[src/rtl/zdb_pkg.sv]
package zdb_pkg;
  localparam int unsigned DIV_OFFSET = 2;

  typedef enum logic [1:0] {
    O2_FLOAT = 2'd0,
    O2_ALIGN = 2'd1,
    O2_HALF  = 2'd2
  } out2_mode_t;

  function automatic out2_mode_t pick_out2_mode(input logic oe, input logic half);
    if (!oe)      return O2_FLOAT;
    else if (half) return O2_HALF;
    else          return O2_ALIGN;
  endfunction

  function automatic logic fb_select_bad(input logic fb_out2, input out2_mode_t mode);
    return fb_out2 && (mode != O2_HALF);
  endfunction
endpackage

[src/rtl/zdb_edge_div.sv]
module zdb_edge_div #(
  parameter int WORD_W = 7,
  parameter int OFFSET = 2,
  localparam int CNT_W = $clog2((1 << WORD_W) + OFFSET)
) (
  input  logic              clk,
  input  logic              rst_n,
  input  logic              clr,
  input  logic              step,
  input  logic [WORD_W-1:0] word,
  output logic [CNT_W-1:0]  cnt,
  output logic              wrap
);
  logic [CNT_W-1:0] last_val;
  logic             at_last;

  assign last_val = CNT_W'(word) + CNT_W'(OFFSET - 1);
  assign at_last  = (cnt == last_val);
  assign wrap     = step && at_last && !clr;

  always_ff @(posedge clk or negedge rst_n) begin
    if (!rst_n)      cnt <= '0;
    else if (clr)    cnt <= '0;
    else if (wrap)   cnt <= '0;
    else if (step)   cnt <= cnt + 1'b1;
  end
endmodule

[src/rtl/zdb_half_div.sv]
module zdb_half_div (
  input  logic clk,
  input  logic rst_n,
  input  logic clr,
  input  logic tick,
  output logic half_q,
  output logic rise
);
  assign rise = tick && !half_q && !clr;

  always_ff @(posedge clk or negedge rst_n) begin
    if (!rst_n)     half_q <= 1'b0;
    else if (clr)   half_q <= 1'b0;
    else if (tick)  half_q <= !half_q;
  end
endmodule

[src/rtl/zdb_out2_mux.sv]
module zdb_out2_mux
  import zdb_pkg::*;
(
  input  out2_mode_t mode,
  input  logic       awake,
  input  logic       half_q,
  input  logic       pulse,
  input  logic       sync_ok,
  output logic       out2_en,
  output logic       out2_val
);
  always_comb begin
    out2_en  = 1'b0;
    out2_val = 1'b0;
    if (awake) begin
      unique case (mode)
        O2_HALF: begin
          out2_en  = 1'b1;
          out2_val = half_q;
        end
        O2_ALIGN: begin
          out2_en  = 1'b1;
          out2_val = pulse && sync_ok;
        end
        default: begin
          out2_en  = 1'b0;
          out2_val = 1'b0;
        end
      endcase
    end
  end
endmodule

[src/rtl/zdb_sync_ctrl.sv]
module zdb_sync_ctrl
  import zdb_pkg::*;
#(
  parameter int WORD_W = 7,
  localparam int CNT_W = $clog2((1 << WORD_W) + DIV_OFFSET)
) (
  input  logic              clk,
  input  logic              rst_n,
  input  logic              sleep_n,
  input  logic              ref_edge,
  input  logic              main_edge,
  input  logic [WORD_W-1:0] ref_word,
  input  logic [WORD_W-1:0] fb_word,
  input  logic              out2_oe,
  input  logic              out2_half,
  input  logic              sync_ok,
  input  logic              fb_from_out2,
  output logic              out1_en,
  output logic              out2_en,
  output logic              out2_val,
  output logic              align_o,
  output logic              cfg_err
);
  logic [WORD_W-1:0] ref_prev, fb_prev;
  logic              words_moved, restart, awake;
  logic              half_q, half_rise, fb_edge;
  logic              ref_wrap, fb_wrap, coincide;
  logic [CNT_W-1:0]  ref_cnt, fb_cnt;
  out2_mode_t        mode;

  assign awake       = sleep_n;
  assign words_moved = (ref_word != ref_prev) || (fb_word != fb_prev);
  assign restart     = !awake || words_moved;

  always_ff @(posedge clk or negedge rst_n) begin
    if (!rst_n) begin
      ref_prev <= '1;
      fb_prev  <= '1;
    end else begin
      ref_prev <= ref_word;
      fb_prev  <= fb_word;
    end
  end

  zdb_half_div u_half (
    .clk    (clk),
    .rst_n  (rst_n),
    .clr    (restart),
    .tick   (main_edge),
    .half_q (half_q),
    .rise   (half_rise)
  );

  assign fb_edge = fb_from_out2 ? half_rise : main_edge;

  zdb_edge_div #(.WORD_W(WORD_W), .OFFSET(DIV_OFFSET)) u_ref_div (
    .clk   (clk),
    .rst_n (rst_n),
    .clr   (restart),
    .step  (ref_edge),
    .word  (ref_word),
    .cnt   (ref_cnt),
    .wrap  (ref_wrap)
  );

  zdb_edge_div #(.WORD_W(WORD_W), .OFFSET(DIV_OFFSET)) u_fb_div (
    .clk   (clk),
    .rst_n (rst_n),
    .clr   (restart),
    .step  (fb_edge),
    .word  (fb_word),
    .cnt   (fb_cnt),
    .wrap  (fb_wrap)
  );

  assign coincide = ref_wrap && fb_wrap;

  always_ff @(posedge clk or negedge rst_n) begin
    if (!rst_n)       align_o <= 1'b0;
    else if (restart) align_o <= 1'b0;
    else              align_o <= coincide;
  end

  assign mode = pick_out2_mode(out2_oe, out2_half);

  zdb_out2_mux u_mux (
    .mode     (mode),
    .awake    (awake),
    .half_q   (half_q),
    .pulse    (align_o),
    .sync_ok  (sync_ok),
    .out2_en  (out2_en),
    .out2_val (out2_val)
  );

  assign out1_en = awake;
  assign cfg_err = fb_select_bad(fb_from_out2, mode);
endmodule

[config.mk]
export PLATFORM = sky130hd
export DESIGN_NAME = zdb_sync_ctrl
export DESIGN_NICKNAME = d
export VERILOG_FILES = /design/src/rtl/zdb_pkg.sv /design/src/rtl/zdb_edge_div.sv /design/src/rtl/zdb_half_div.sv /design/src/rtl/zdb_out2_mux.sv /design/src/rtl/zdb_sync_ctrl.sv
export SDC_FILE = /design/constraint.sdc
export NUM_CORES = 1
export LEC_CHECK = 0
export BUFFER_PORTS_ARGS = -buffer_cell sky130_fd_sc_hd__buf_4
export CAP_MARGIN = 20
export CORE_MARGIN = 4
export CORE_UTILIZATION = 45
export DETAILED_ROUTE_END_ITERATION = 12
export PLACE_DENSITY = 0.77
export SLEW_MARGIN = 5
export SYNTH_ARGS = -nofsm -noshare
export SYNTH_HDL_FRONTEND = slang
export SYNTH_SLANG_ARGS = --single-unit
[constraint.sdc]
create_clock -name clk -period 2.9 [get_ports clk]
set_clock_uncertainty 0.1 [all_clocks]
set_input_delay 0.29 -clock clk [delete_from_list [all_inputs] [get_ports clk]]
set_output_delay 0.29 -clock clk [all_outputs]
set_load 0.01 [all_outputs]
==> metrics, run 1 <==
final setup margin ~530 ps; # IOs 28; Yosys cell types 51; largest net degree at the start of global routing 33; Place WS roughly 250 ps; ratio of cells with drive above 1 in the final layout between 20% and 30%; total power 0.973 mW; # hold bufs at CTS 1; CP Launch Point fb_word[0]; Cell Area, Placed roughly 0.0022 mm²; top_reg_cell synth dfrtp_1; Post-Route WL approximately 4200 µm; Setup CP Type in2reg; Critical R2R Capture u_fb_div.cnt[3]; antenna violations before repair 0; final slew viol count 0; # DRC 0; Tcrit/Tclk final 81.9%; Setup crit end kind flop; Post-layout nets 264; most frequent cells in the layout buf_4 (28), xnor2_1 (23), nand2_1 (22); H-tree depth reported by CTS 2; Finished Cell Area about 0.0023 mm²; WP data required between 2000 and 3000 ps; Startpoint Class input pin; clock latency on the worst-skew pair 280 ps; largest area contributor in the netlist dfrtp_1; #FFs+latches synth 32; Worst-Margin Slew between 400 and 500 ps; via/cell ratio between 5 and 6; ys async rst share 100%; setup violators final 0; 1st-iter DRT viols roughly 130; worst r2r path cells 6; DR WL/cell 14.5 µm; CTS Sinks 32; Buffers on Ports 27; leakage power a little over 0.9 nW; peak fanout along the critical path 9; Final Hold Violating Endpoints 0; top post-synthesis cells by area dfrtp_1 (22%), dfstp_2 (18%), xnor2_1 (10%); first-pass GRT wire length between 6000 and 7000 µm; ANT nets after route 0; post-CTS setup buffer count 0; EDFF count, synth 0; Tmin final 2370 ps; status finished clean; Synth Net Count 236; 1st-pass router iterations 4; via count 1,643; Reg2Reg Launch Point u_fb_div.cnt[2]; commonest non-fill, non-tap cell in the layout buf_4; Clock Tree Root clkbuf_8; post-cts sizing count 0; RSZ-0062 raised after global routing false; Worst Path Arrival ~2400 ps; CP endpoint u_fb_div.cnt[3]; Clock transition at path regs about 70 ps; GRT Util Overall roughly 16%; Die X 74.8 µm; CTS tree yes; R2R Setup Slk 540 ps; die area between 0.005 and 0.006 mm²; sequential fraction of the synthesis area just over 40%; MaxCap Viol Count 0; Initial Utilization 46.4%; Avg Cell Area, Syn around 9.6 µm²; GPL Wtd Cong 0.860; hold path start ref_word[4]; Setup TNS 0 ps; cells after synthesis 209; yosys warns 0; TritonCTS Buffers 5; Hold WC Path Type in2reg; Rel. slew slack ~67%; hpwl dp approximately 3200 µm; achievable frequency approximately 0.42 GHz; total power density per cell area 414 mW/mm²; Layout area overhead 17.0%; vias in the first global route 1,550; remaining global-route overflow 0; Yosys top cell area share 22.4%; worst hold slack approximately 50 ps; ant diodes 0; Cell Area, Synth 0.00201 mm²; Die Height between 70 and 80 µm; CTS max path bufs 2; IR drop worst, VDD 0.255 mV; CORE AREA about 0.0043 mm²; row count 24
-- synth_stat cells, types with 2 or more instances --
cell type	n
o21ai_0	6
nand3_1	8
a211oi_1	3
nand4_1	9
inv_1	3
buf_4	4
or2_2	2
xnor2_1	23
and2_1	2
a21oi_1	6
or3_1	2
or4_1	4
dfstp_2	14
xor2_1	9
nor3b_1	3
clkbuf_1	3
nand2b_1	3
nand2_1	22
nor2_1	19
ha_1	4
nor4_1	2
nor2b_1	3
dfrtp_1	18
and3_1	2
and2b_2	2
o21a_1	2
a221o_1	6
nor3_1	2
-- per-layer routing --
layer,share of wire (%),GRT usage [%]
met5,0,0
met4,1.1,4.94
met3,4.9,2.94
met2,46,25.5
met1,48,22.7
-- worst min path at each step --
stage,endpoint,cells past startpoint
6_report,ref_prev[4],1
3_3_place_gp,u_ref_div.cnt[7],1
4_1_cts,ref_prev[4],1
5_1_grt,fb_prev[6],1
3_5_place_dp,u_ref_div.cnt[6],1
2_1_floorplan,align_o,0
-- registers in the layout, indices dropped and copies added, names as in the netlist --
signal / flops
u_fb_div.cnt: 8
align_o: 1
ref_prev: 7
u_ref_div.cnt: 8
fb_prev: 7
u_half.half_q: 1
-- logic make-up after synthesis --
| logic type | Yosys count | share of synthesized area, % |
|---|---|---|
| adders and majority gates | 4 | 2.49 |
| DFF | 32 | 40.8 |
| and+or+nand+nor | 95 | 25.7 |
| AOI/OAI and AO/OA | 35 | 14.2 |
| xor gates and xnor gates | 32 | 14.0 |
| buffers and inverters | 11 | 2.87 |
-- final cells by class --
| class | count | area (µm²) |
|---|---|---|
| Fill cell | 413 | 1980 |
| Clock buffer | 7 | 97.6 |
| Tap cell | 52 | 65.1 |
| Sequential cell | 32 | 818 |
| Inverter | 3 | 11.3 |
| Clock inverter | 1 | 5.00 |
| Multi-Input combinational cell | 166 | 1130 |
| Timing Repair Buffer | 29 | 220 |
-- metrics by stage --
stage | std cells | utilization (%)
2_1_floorplan | 209 | -
3_3_place_gp | 281 | 51.7
3_5_place_dp | 281 | 51.7
4_1_cts | 290 | 54.3
5_1_grt | 290 | 54.3
6_report | 290 | 54.3
-- critical path, stage by stage --
cell and delay [ps]:
buf_4 150, ha_1 290, or4_1 540, and4_4 190, o41ai_4 480, nor2_2 140
a221o_1 350
-- power by group --
| group | leakage, nW | switching (mW) | internal, mW | total (mW) |
|---|---|---|---|---|
| sequential | 0.399 | 0.00446 | 0.464 | 0.469 |
| combinational | 0.470 | 0.0635 | 0.0581 | 0.122 |
| clock | 0.0534 | 0.162 | 0.220 | 0.382 |
No activity file was read; power rests on OpenSTA's default activity.
==> run 2: changes to the inputs <==
- PLACE_DENSITY: 0.77 -> 0.8
- clock period: 2.9 -> 2 ns (I/O delays scaled with it)
==> metrics, run 2 (same netlist as run 1, synthesis figures left out) <==
# IOs 28 (unchanged); # DRC 0 (unchanged); Largest regs u_fb_div.cnt (8), u_ref_div.cnt (8); via/cell ratio 5.60 (-1.2%); sw frac 24.2% (+0.58 points); Cell Int Power 1.10 mW (+49%); Placed Cells 328 (+17%); TritonCTS Buffers 5 (unchanged); GPL Wtd Cong 0.879 (+2.1%); WP data required 2070 ps (-890 ps); largest net degree at the start of global routing 33 (unchanged); Final Hold Violating Endpoints 0 (unchanged); P_sw 0.354 mW (+54%); via count 1,920 (+17%); Setup CP Type reg2reg; antenna violations before repair 0 (unchanged); CORE AREA 0.00432 mm² (unchanged); Clock power frac 37.9% (-1.4 points); fin cells 343 (+18%); total power density per cell area 519 mW/mm² (+25%); first-pass GRT wire length 8270 µm (+19%); final slew viol count 0 (unchanged); RSZ-0062 raised after global routing true; 1st-iter DRT viols 125 (unchanged); CTS max path bufs 2 (unchanged); CTS tree yes; H-tree depth reported by CTS 2 (unchanged); Tcrit/Tclk final 106%; Setup TNS -1130 ps (-1130 ps); peak fanout along the critical path 4 (-5); Post-layout nets 317 (+20%); clock latency on the worst-skew pair 290 ps (about the same); leakage power 1.20 nW (+30%); achievable frequency 0.470 GHz; IR drop worst, VDD 0.267 mV (+4.8%); Tmin final ~2100 ps; ant diodes 0 (unchanged); ANT nets after route 0 (unchanged); die area 0.00559 mm² (unchanged); Setup crit end kind flop; DR WL/cell 14.8 µm (+2.1%); remaining global-route overflow 0 (unchanged); Die X 74.8 µm (unchanged); Post-Route WL 5080 µm (+21%); R2R Setup Slk -130 ps (-670 ps); failing checks negative setup slack; worst hold slack 57.6 ps (+7.46 ps); Rel. slew slack 65.8% (-1.2 points); MaxCap Viol Count 0 (unchanged); Initial Utilization 46.4% (unchanged); row count 24 (unchanged); ratio of cells with drive above 1 in the final layout 43.6% (+17 points); vias in the first global route 1,795 (+16%); Buffers on Ports 27 (unchanged); Worst-Margin Slew 510 ps (+18.2 ps); Layout area overhead 39.9%; hpwl dp 3490 µm (+9.2%); CTS Sinks 32 (unchanged); Die Height 74.8 µm (unchanged); Clock Tree Root clkbuf_8; status complete, but fails checks; most frequent cells in the layout buf_4 (78), xnor2_1 (23), nand2_1 (22); Worst Path Arrival 2200 ps (-230 ps); Hold WC Path Type in2reg; Startpoint Class flop; setup violators final 17 (+17); Logic pwr share 15.5% (+3.0 points); 1st-pass router iterations 4 (unchanged); GRT Util Overall 19.4% (+3.2 points); final setup margin -127 ps (-653 ps); Clock transition at path regs 70 ps (about the same); worst hold stages 2 (+1); commonest non-fill, non-tap cell in the layout buf_4; sequential power share 46.6% (-1.6 points); worst r2r path cells 8 (+2)
==> run 2: layout make-up <==
cell class              count  area, µm²
clock buffers               8        100
repair buffers             82        627
well taps                  52       65.1
flip-flops and latches     32        818
multi-input cells         166       1190
inverters                   3       11.3
fillers                   325       1520
==> run 2: worst paths after layout <==
check	from	end
max	u_fb_div.cnt[7]	u_fb_div.cnt[6]
min	ref_word[6]	ref_prev[6]
max reg2reg	u_fb_div.cnt[7]	u_fb_div.cnt[6]
min reg2reg	u_half.half_q	u_half.half_q
max in group asynchronous	rst_n	fb_prev[4]
min in group asynchronous	rst_n	u_ref_div.cnt[7]
==> run 2: metrics by stage <==
stage	total power [mW]	cell area (µm²)	setup slack, ps	util, %
6_report	1.46	2810	-127	64.9
5_1_grt	1.53	2810	-202	64.9
4_1_cts	1.47	2770	-99.2	64.0
2_1_floorplan	0.784	2010	-101	-
3_3_place_gp	0.898	2590	-194	59.9
3_5_place_dp	0.903	2590	-224	59.9
==> run 2: layer usage <==
layer	wire, µm	global-route usage (%)	vias to the layer above
met3	320	5.07	10
met2	2490	31.6	52
met5	0	0	-
met1	2170	25.3	938
met4	86	6.13	0
li1	-	-	920
==> run 2: worst max-delay path, stage by stage, from the launching register on <==
cell and delay (ps):
dfrtp_1 410, buf_4 150, and2b_2 210, o21ai_0 70, and4_4 210, o41ai_4 390
buf_4 190, nor2_1 40, a221o_1 250
==> run 2: timing repair <==
| action | CTS | global route |
|---|---|---|
| gates cloned | 0 | 0 |
| gates resized for setup | 6 | 8 |
| hold buffers | 3 | 0 |
| pin swaps | 7 | 12 |
| setup endpoints to repair | 16 | 17 |
| buffers inserted | 3 | 1 |
| hold endpoints to repair | 20 | 0 |
==> run 2: power groups by stage <==
stage | Clock (mW) | Sequential [mW] | Combinational [mW]
5_1_grt | 0.597 | 0.681 | 0.249
6_report | 0.553 | 0.680 | 0.226
4_1_cts | 0.568 | 0.680 | 0.223
2_1_floorplan | 0 | 0.690 | 0.0946
3_3_place_gp | 0 | 0.690 | 0.208
3_5_place_dp | 0 | 0.691 | 0.212
